## src/rtl/mdio_cmd_pkg.sv

```systemverilog
package mdio_cmd_pkg;
   localparam int BUSY_BIT   = 31;
   localparam int EN_BIT     = 30;
   localparam int RD_BIT     = 27;
   localparam int PHY_LSB    = 21;
   localparam int REG_LSB    = 16;
   localparam int ADDR_W     = 5;
   localparam int DATA_W     = 16;
   localparam int PRE_BITS   = 32;
   localparam int FRAME_BITS = 64;
   localparam int TA_POS     = 46;
   localparam int DATA_POS   = 48;
   localparam int IDX_W      = $clog2(FRAME_BITS);

   typedef struct packed {
      logic              busy;
      logic              en;
      logic              rd;
      logic [ADDR_W-1:0] phy;
      logic [ADDR_W-1:0] regad;
      logic [DATA_W-1:0] data;
   } cmd_t;

   function automatic logic [FRAME_BITS-1:0] frame_word(
      input logic rd, input logic [ADDR_W-1:0] phy,
      input logic [ADDR_W-1:0] regad, input logic [DATA_W-1:0] d);
      return {{PRE_BITS{1'b1}}, 2'b01, (rd ? 2'b10 : 2'b01), phy, regad,
              (rd ? 2'b11 : 2'b10), (rd ? {DATA_W{1'b1}} : d)};
   endfunction
endpackage

```

## src/rtl/mdio_cmd_reg.sv

```systemverilog
module mdio_cmd_reg
   import mdio_cmd_pkg::*;
(
   input  logic              clk,
   input  logic              rst_n,
   input  logic              wr_en,
   input  logic [31:0]       wdata,
   input  logic              done,
   input  logic [DATA_W-1:0] cap_data,
   output cmd_t              cmd,
   output logic              start
);
   logic unused_bits;
   assign unused_bits = ^{wdata[29:28], wdata[26]};

   assign start = wr_en && !cmd.busy && wdata[BUSY_BIT] && wdata[EN_BIT];

   always_ff @(posedge clk or negedge rst_n) begin
      if (!rst_n) begin
         cmd <= '0;
      end else if (wr_en && !cmd.busy) begin
         cmd.busy  <= wdata[BUSY_BIT] && wdata[EN_BIT];
         cmd.en    <= wdata[EN_BIT];
         cmd.rd    <= wdata[RD_BIT];
         cmd.phy   <= wdata[PHY_LSB +: ADDR_W];
         cmd.regad <= wdata[REG_LSB +: ADDR_W];
         cmd.data  <= wdata[DATA_W-1:0];
      end else if (done) begin
         cmd.busy <= 1'b0;
         if (cmd.rd) cmd.data <= cap_data;
      end
   end
endmodule

```

## src/rtl/mdio_clk_div.sv

```systemverilog
module mdio_clk_div #(
   parameter int MDC_HALF = 12
) (
   input  logic clk,
   input  logic rst_n,
   input  logic run,
   output logic mdc,
   output logic rise_stb,
   output logic fall_stb
);
   localparam int CNT_W = (MDC_HALF > 1) ? $clog2(MDC_HALF) : 1;

   logic term;

   generate
      if (MDC_HALF == 1) begin : g_direct
         assign term = 1'b1;
      end else begin : g_count
         logic [CNT_W-1:0] cnt;
         always_ff @(posedge clk or negedge rst_n) begin
            if (!rst_n)                          cnt <= '0;
            else if (!run || term)               cnt <= '0;
            else                                 cnt <= cnt + 1'b1;
         end
         assign term = (cnt == CNT_W'(MDC_HALF - 1));
      end
   endgenerate

   assign rise_stb = run && term && !mdc;
   assign fall_stb = run && term && mdc;

   always_ff @(posedge clk or negedge rst_n) begin
      if (!rst_n)       mdc <= 1'b0;
      else if (!run)    mdc <= 1'b0;
      else if (term)    mdc <= ~mdc;
   end
endmodule

```

## src/rtl/mdio_frame_shifter.sv

```systemverilog
module mdio_frame_shifter
   import mdio_cmd_pkg::*;
(
   input  logic              clk,
   input  logic              rst_n,
   input  logic              start,
   input  logic              rd,
   input  logic [ADDR_W-1:0] phy,
   input  logic [ADDR_W-1:0] regad,
   input  logic [DATA_W-1:0] wdata,
   input  logic              rise_stb,
   input  logic              fall_stb,
   input  logic              mdio_i,
   output logic              mdio_o,
   output logic              mdio_oe,
   output logic              done,
   output logic [DATA_W-1:0] cap_data
);
   logic [FRAME_BITS-1:0] sh;
   logic [IDX_W-1:0]      idx;
   logic                  active;
   logic                  is_rd;
   logic                  last_bit;

   assign last_bit = (idx == IDX_W'(FRAME_BITS - 1));
   assign done     = fall_stb && active && last_bit;
   assign mdio_o   = sh[FRAME_BITS-1];

   always_ff @(posedge clk or negedge rst_n) begin
      if (!rst_n) begin
         sh      <= '0;
         idx     <= '0;
         active  <= 1'b0;
         is_rd   <= 1'b0;
         mdio_oe <= 1'b0;
      end else if (start) begin
         sh      <= frame_word(rd, phy, regad, wdata);
         idx     <= '0;
         active  <= 1'b1;
         is_rd   <= rd;
         mdio_oe <= 1'b1;
      end else if (fall_stb && active) begin
         if (last_bit) begin
            active  <= 1'b0;
            mdio_oe <= 1'b0;
         end else begin
            idx     <= idx + 1'b1;
            sh      <= {sh[FRAME_BITS-2:0], 1'b0};
            mdio_oe <= mdio_oe && !(is_rd && idx == IDX_W'(TA_POS - 1));
         end
      end
   end

   always_ff @(posedge clk or negedge rst_n) begin
      if (!rst_n)
         cap_data <= '0;
      else if (rise_stb && active && is_rd && idx >= IDX_W'(DATA_POS))
         cap_data <= {cap_data[DATA_W-2:0], mdio_i};
   end
endmodule

```

## src/rtl/mdio_cmd_ctrl.sv

```systemverilog
module mdio_cmd_ctrl
   import mdio_cmd_pkg::*;
#(
   parameter int CLK_MHZ   = 100,
   parameter int MDC_HALF  = 12,
   parameter int BUDGET_US = 20
) (
   input  logic        clk,
   input  logic        rst_n,
   input  logic        reg_wr_en,
   input  logic [31:0] reg_wdata,
   output logic [31:0] reg_rdata,
   output logic        mdc,
   output logic        mdio_o,
   output logic        mdio_oe,
   input  logic        mdio_i
);
   localparam int FRAME_CYC  = 2 * MDC_HALF * FRAME_BITS;
   localparam int BUDGET_CYC = BUDGET_US * CLK_MHZ;

   generate
      if (MDC_HALF < 1) begin : g_bad_half
         $error("MDC_HALF must be at least 1");
      end
      if (FRAME_CYC > BUDGET_CYC) begin : g_bad_budget
         $error("frame of %0d cycles exceeds budget of %0d", FRAME_CYC, BUDGET_CYC);
      end
   endgenerate

   cmd_t              cmd;
   logic              start;
   logic              done;
   logic              rise_stb;
   logic              fall_stb;
   logic [DATA_W-1:0] cap_data;

   mdio_cmd_reg reg_i (
      .clk(clk), .rst_n(rst_n), .wr_en(reg_wr_en), .wdata(reg_wdata),
      .done(done), .cap_data(cap_data), .cmd(cmd), .start(start)
   );

   mdio_clk_div #(.MDC_HALF(MDC_HALF)) div_i (
      .clk(clk), .rst_n(rst_n), .run(cmd.busy),
      .mdc(mdc), .rise_stb(rise_stb), .fall_stb(fall_stb)
   );

   mdio_frame_shifter shf_i (
      .clk(clk), .rst_n(rst_n), .start(start), .rd(reg_wdata[RD_BIT]),
      .phy(reg_wdata[PHY_LSB +: ADDR_W]), .regad(reg_wdata[REG_LSB +: ADDR_W]),
      .wdata(reg_wdata[DATA_W-1:0]), .rise_stb(rise_stb), .fall_stb(fall_stb),
      .mdio_i(mdio_i), .mdio_o(mdio_o), .mdio_oe(mdio_oe), .done(done),
      .cap_data(cap_data)
   );

   assign reg_rdata = {cmd.busy, cmd.en, 2'b00, cmd.rd, 1'b0,
                       cmd.phy, cmd.regad, cmd.data};
endmodule

```

## config.mk

```make
export PLATFORM = sky130hd
export DESIGN_NAME = mdio_cmd_ctrl
export DESIGN_NICKNAME = d
export VERILOG_FILES = /design/src/rtl/mdio_cmd_pkg.sv /design/src/rtl/mdio_cmd_reg.sv /design/src/rtl/mdio_clk_div.sv /design/src/rtl/mdio_frame_shifter.sv /design/src/rtl/mdio_cmd_ctrl.sv
export SDC_FILE = /design/constraint.sdc
export NUM_CORES = 1
export LEC_CHECK = 0
export ABC_AREA = 1
export ABC_CLOCK_PERIOD_IN_PS = 2490
export BUFFER_PORTS_ARGS = -buffer_cell sky130_fd_sc_hd__buf_2
export CORE_ASPECT_RATIO = 0.8
export CORE_MARGIN = 2
export CORE_UTILIZATION = 55
export CTS_BUF_LIST = sky130_fd_sc_hd__clkbuf_4
export CTS_CLUSTER_DIAMETER = 80
export DETAILED_ROUTE_END_ITERATION = 16
export HOLD_SLACK_MARGIN = 0.06
export PLACE_DENSITY = 0.76
export RECOVER_POWER = 50
export SYNTH_ARGS = -nofsm -noshare
export SYNTH_HDL_FRONTEND = slang
export SYNTH_SLANG_ARGS = --single-unit
```

## constraint.sdc

```tcl
create_clock -name clk -period 2.49 [get_ports clk]
set_input_delay 0.249 -clock clk [delete_from_list [all_inputs] [get_ports clk]]
set_output_delay 0.249 -clock clk [all_outputs]
set_load 0.05 [all_outputs]
```

# Word-level counts from Yosys, hierarchy flattened
# Cells that the tools add are included.
[totals]
output_inout_bits = 35
register_bits = 123
[classes]
n_eq_ne = 5
n_reduce_logical = 25
magnitude_cmp = 1
add_sub_neg = 2
bitwise = 1
muxes = 23
[op_table]
columns = ["cell", "count"]
rows = [
  ["64-bit 2-to-1 mux", 3],
  ["16-bit 2-to-1 mux", 4],
  ["6-bit 2-to-1 mux", 3],
  ["1-bit logical AND", 14],
  ["6-bit equality test, second input constant", 2],
  ["1-bit 2-to-1 mux", 11],
  ["2-bit nonzero test", 4],
  ["6-bit by 1-bit adder with 6-bit output, second input constant", 1],
  ["6-bit greater-or-equal comparator, second input constant", 1],
  ["2-bit AND reduction", 3],
  ["4-bit by 1-bit adder with 4-bit output, second input constant", 1],
  ["4-bit equality test, second input constant", 1],
  ["4-bit 2-to-1 mux", 1],
  ["1-bit logical NOT", 3],
  ["2-bit 2-to-1 mux", 1],
  ["2-bit by 1-bit inequality test with 1-bit output, second input constant", 1],
  ["2-bit inequality test, second input constant", 1],
  ["1-bit logical OR", 1],
  ["1-bit NOT", 1],
]

# Depth between registers and ports, before layout
[depth]
depth_word = 7
ltp_mapped = 9
ltp_nobuf = 8

# Cells and area by module
# Synthesis repeated with hierarchy kept, for this count alone.
[unflattened]
hier_cells = 677
hier_area_um2 = 5670.4
[modules_own_cells]
columns = ["mod", "area_per_inst_um2", "cells_each", "n_inst"]
rows = [
  ["mdio_frame_shifter", 3946.3, 462, 1],
  ["mdio_cmd_reg", 1436.4, 180, 1],
  ["mdio_clk_div", 261.5, 31, 1],
  ["mdio_cmd_ctrl", 26.3, 4, 1],
]

# Worst setup path before layout
# No wires, ideal clock.
[synth_timing]
path_kind = "register -> register"
start = "register div_i.mdc"
end = "register shf_i.idx[4]"
arrival_time_ns = 1.494
slack_ns = 0.873
setup_time_ns = 0.123
path_buffers = 1
required_time_ns = 2.367
synth_period_minus_slack_ns = 1.617
path_stages_with_launch = 7
path_cell_list = "dfrtp_1 nand2_1 nor3_2 nand2_4 nand2_2 buf_2 o21ai_1"
[synth_via]
elab_chain_len = 4
[synth_lines]
columns = ["element", "line_no", "source"]
rows = [
  ["from (decl)", "mdio_clk_div.sv:7", "output logic mdc,"],
  ["from (signal assigned)", "mdio_clk_div.sv:35", "else if (term) mdc <= ~mdc;"],
  ["1-bit logical AND", "mdio_clk_div.sv:30", "assign fall_stb = run && term && mdc;"],
  ["1-bit logical AND", "mdio_frame_shifter.sv:42", "end else if (fall_stb && active) begin"],
  ["2-bit nonzero test (no source line)", "--", ""],
  ["2-bit AND reduction (no source line)", "--", ""],
  ["to (signal assigned)", "mdio_frame_shifter.sv:47", "idx <= idx + 1'b1;"],
  ["to (decl)", "mdio_frame_shifter.sv:20", "logic [IDX_W-1:0] idx;"],
]
# No other way between the ends.
# A chain may end at the register's enable or synchronous reset.

# Worst setup path after layout
[layout_timing]
start = "register div_i.g_count.cnt[0]"
end = "register shf_i.sh[11]"
[layout_via]
elab_chain_len = 6
[layout_lines]
columns = ["element", "line_no", "source"]
rows = [
  ["from (decl)", "mdio_clk_div.sv:19", "logic [CNT_W-1:0] cnt;"],
  ["from (signal assigned)", "mdio_clk_div.sv:23", "else cnt <= cnt + 1'b1;"],
  ["4-bit equality test", "mdio_clk_div.sv:25", "assign term = (cnt == CNT_W'(MDC_HALF - 1));"],
  ["1-bit logical AND (2 in a row)", "mdio_clk_div.sv:30", ""],
  ["1-bit logical AND", "mdio_frame_shifter.sv:42", ""],
  ["2-bit nonzero test (no source line)", "--", ""],
  ["2-bit AND reduction (no source line)", "--", ""],
  ["to (signal assigned)", "mdio_frame_shifter.sv:37", "sh <= frame_word(rd, phy, regad, wdata);"],
  ["to (signal assigned)", "mdio_frame_shifter.sv:48", "sh <= {sh[FRAME_BITS-2:0], 1'b0};"],
  ["to (decl)", "mdio_frame_shifter.sv:19", "logic [FRAME_BITS-1:0] sh;"],
]
# No other way between the ends.

==> PnR_summary.wiki <==
{| class="wikitable"
! Metric !! Value
|-
| Number of fillers in the final layout || ~860
|-
| Area growth from synthesis to final layout || 13.9%
|-
| Mapped Cells || about 680
|-
| Buffers added on ports || 64
|-
| Max-cap violations || 0
|-
| Vertical die dimension || ~94 um
|-
| Critical Path Sink Type || register
|-
| Non-filler cells, final || 897
|-
| Count of flip-flops with a built-in enable after synthesis || 0
|-
| RD Place Congestion || 0.833
|-
| Netlist area before placement || 5540 um2
|-
| Net Switching || about 1.7 mW
|-
| Cell type with the largest total area after synthesis || sky130_fd_sc_hd__dfrtp_1
|-
| Count of warnings emitted by yosys || 0
|-
| Cell Count Post-Placement || ~850
|-
| Final hold vios || 0
|-
| Share of Yosys cell area claimed by the top area cell type || between 50 and 60%
|-
| Clock network latency to the later pin of the worst-skew pair || about 0.52 ns
|-
| Worst setup skew after layout || approximately 0.012 ns
|-
| Power Dens Cells || approximately 780 nW/um2
|-
| Share of final-layout standard cells stronger than drive strength 1 || around 17%
|-
| Biggest area contributors in the synthesized netlist || sky130_fd_sc_hd__dfrtp_1 (56%), sky130_fd_sc_hd__nand2_1 (19%), sky130_fd_sc_hd__nand3_1 (4.5%)
|-
| Hold_ws || between 0.09 and 0.1 ns
|-
| Number of DRC markers after the initial detailed-route iteration || between 300 and 400
|-
| Postcts setup bufs || 0
|-
| Slew at the pin closest to its max-slew limit || about 1.3 ns
|-
| Total wire length || around 11 mm
|-
| Vias in the first global route || 4,077
|-
| Setup TNS || 0 ns
|-
| Fmax || between 0.4 and 0.5 GHz
|-
| Number of design rule violations left after detail routing || 0
|-
| First-pass iteration count of the detailed router || 5
|-
| Antenna Cells || 0
|-
| Post-detail-place hpwl || around 7.6 mm
|-
| Final Max Slew Viols || 0
|-
| Leading cell types in the layout, fill and taps excluded || sky130_fd_sc_hd__nand2_1 (274), sky130_fd_sc_hd__dfrtp_1 (123), sky130_fd_sc_hd__buf_2 (59)
|-
| Sequential element share of the synthesized area || a little under three fifths
|-
| Net switching fraction of the power || about a third
|-
| Setup slack after layout || 0.287 ns
|-
| Sequential fraction of design power || between 50% and 60%
|-
| Die outline width || between 100 and 150 um
|-
| Distinct cell type count after synthesis || 27
|-
| Global-route wire length before repair || between 15 and 20 mm
|-
| Row count || 32
|-
| Part of the cycle the worst path needs || approximately nine tenths
|-
| Worst-case setup slack after placement || ~0.26 ns
|-
| Worst endpoint data arrival time || between 2 and 3 ns
|-
| Routed WL per cell || 12.7 um
|-
| H-tree level count || 4
|-
| Start point of the worst min-delay path || reg_wdata[1]
|-
| Part of the power in the clock network || about 27%
|-
| Hold crit path type || in -> reg
|-
| Largest driver fanout on the critical path || 21
|-
| Critical path type || reg -> reg
|-
| Number of top-level design ports || 71
|-
| Worst r2r src || div_i.g_count.cnt[0]
|-
| Setup-violating endpoint count in the final report || 0
|-
| Die Outline Area || roughly 11,000 um2
|-
| Clock Tree Root || sky130_fd_sc_hd__clkbuf_4
|-
| Main flop type after synthesis || sky130_fd_sc_hd__dfrtp_1
|-
| Leading cell type in the layout, fill and taps excluded || sky130_fd_sc_hd__nand2_1
|-
| Clock tree from TritonCTS || yes
|-
| Starting utilization of the core area || between 50% and 60%
|-
| Final nets || slightly below 800
|-
| Total CTS buffers || 17
|-
| Total clock sinks || about 120
|-
| Outcome || finished clean
|-
| Required time of the critical path || roughly 3.0 ns
|-
| Via density per instance || 4.96
|-
| Final Total Pwr || just under 5 mW
|-
| Number of antenna violations at the first check in global routing || 0
|-
| Final worst path period need || around 2.2 ns
|-
| Worst Setup SP || div_i.g_count.cnt[0]
|-
| Gate power share || a little under a quarter
|-
| Standby leakage power || about 3.4 nW
|-
| RSZ-0062 raised after global routing || no
|-
| Resized Gates After CTS || 0
|-
| Cell-internal power || around 3.3 mW
|-
| Maximum buffer depth of the clock tree || 2
|-
| Flip-flop and latch count after synthesis || about 120
|-
| Overall Global Routing Usage || 23.4%
|-
| Fraction of synthesis flops using an asynchronous set or reset pin || 100%
|-
| Area of the core || just under 10,000 um2
|-
| Total gr overflow || 0
|-
| Type of element launching the critical path || register
|-
| Pin count of the biggest net entering global routing || between 50 and 60
|-
| Post-CTS clock slew at the launch and capture registers of the worst setup and hold paths || 0.10 ns
|-
| Slew HR || about 14%
|-
| Number of vias after detailed routing || 4,446
|-
| Antenna-violating nets left || 0
|-
| Worst IR Drop VDD || slightly below 600 uV
|-
| Average footprint of a synthesized cell || 8.19 um2
|}
[power groups by stage]
stage / combinational, mW / clock (mW) / sequential [mW]
floorplan: 0.553 / 0 / 2.78
global placement: 1.08 / 0 / 2.49
detailed placement: 1.12 / 0 / 2.50
CTS: 1.14 / 1.35 / 2.46
global route: 1.26 / 1.43 / 2.51
finish: 1.12 / 1.33 / 2.47
[cells by family after synthesis]
family	after synthesis	share of synthesized area (%)
xor gates and xnor gates	4	0.633
DFF	123	55.6
muxes	1	0.203
buffers and inverters	87	7.14
and+or+nand+nor	381	28.8
adders and majority gates	3	0.678
AOI/OAI and AO/OA	76	6.87
other	1	0.0677
[cells in the mapped netlist, types with 2 or more instances]
master	n
sky130_fd_sc_hd__or2_2	11
sky130_fd_sc_hd__dfrtp_1	123
sky130_fd_sc_hd__nand3_2	2
sky130_fd_sc_hd__inv_2	7
sky130_fd_sc_hd__buf_2	22
sky130_fd_sc_hd__nand3_1	50
sky130_fd_sc_hd__o21ai_1	15
sky130_fd_sc_hd__xor2_1	4
sky130_fd_sc_hd__buf_6	2
sky130_fd_sc_hd__buf_4	7
sky130_fd_sc_hd__ha_1	3
sky130_fd_sc_hd__clkbuf_1	6
sky130_fd_sc_hd__nand4_1	2
sky130_fd_sc_hd__inv_1	42
sky130_fd_sc_hd__nor2_1	32
sky130_fd_sc_hd__o21ai_0	36
sky130_fd_sc_hd__nor2_2	3
sky130_fd_sc_hd__nand2_1	273
sky130_fd_sc_hd__nand2_4	4
sky130_fd_sc_hd__a21oi_1	25
[final cells by class]
cell class | count | area [um2] | area share (%)
Inverter | 49 | 184 | 2.92
Sequential cell | 123 | 3080 | 48.8
Multi-Input combinational cell | 468 | 2060 | 32.7
Clock inverter | 11 | 103 | 1.63
Clock buffer | 21 | 158 | 2.50
Tap cell | 136 | 170 | 2.70
Timing Repair Buffer | 89 | 553 | 8.77
[stage by stage]
step / area, um2 / util [%]
2_1_floorplan: 5540 / -
3_3_place_gp: 5920 / 60.8
3_5_place_dp: 5920 / 60.8
4_1_cts: 6340 / 65.1
5_1_grt: 6310 / 64.8
6_report: 6310 / 64.8
[final timing paths]
kind / to / slack, ns / depth (start not counted)
max: shf_i.sh[11] / 0.29 / 9
min: shf_i.sh[1] / 0.1 / 5
max reg2reg: shf_i.sh[11] / 0.29 / 9
min reg2reg: shf_i.sh[34] / 0.48 / 2
max in group asynchronous: shf_i.sh[34] / 0.59 / 3
min in group asynchronous: reg_i.cmd[17] / 0.54 / 2
[sequential cells by signal, summed over array words and instances (netlist names)]
register,flops
div_i.g_count.cnt,4
div_i.mdc,1
reg_i.cmd,29
shf_i.active,1
shf_i.cap_data,16
shf_i.idx,6
shf_i.is_rd,1
shf_i.mdio_oe,1
shf_i.sh,64
[worst max-delay path, stage by stage (launching register included)]
cell	delay, ns
sky130_fd_sc_hd__dfrtp_1	0.41
sky130_fd_sc_hd__ha_1	0.23
sky130_fd_sc_hd__nand3_1	0.15
sky130_fd_sc_hd__nor2_1	0.09
sky130_fd_sc_hd__nand2_1	0.08
sky130_fd_sc_hd__nor2_2	0.05
sky130_fd_sc_hd__nor2_2	0.61
sky130_fd_sc_hd__buf_4	0.37
sky130_fd_sc_hd__nand2_1	0.09
sky130_fd_sc_hd__nand2_1	0.06
[per-layer routing]
layer  global-route usage [%]  part of all wire [%]  wire (um)
met1                     35.9                    50       5670
met2                     33.1                    44       4990
met3                     5.61                   5.3        605
met4                     6.55                   1.0        119
met5                        0                     0          0
[repair_timing]
| item | CTS | global route |
|---|---|---|
| endpoints found under the setup margin | 0 | 0 |
| hold buffers | 16 | 0 |
| endpoints found under the hold margin | 66 | 0 |
No activity file was read; power rests on OpenSTA's default activity.
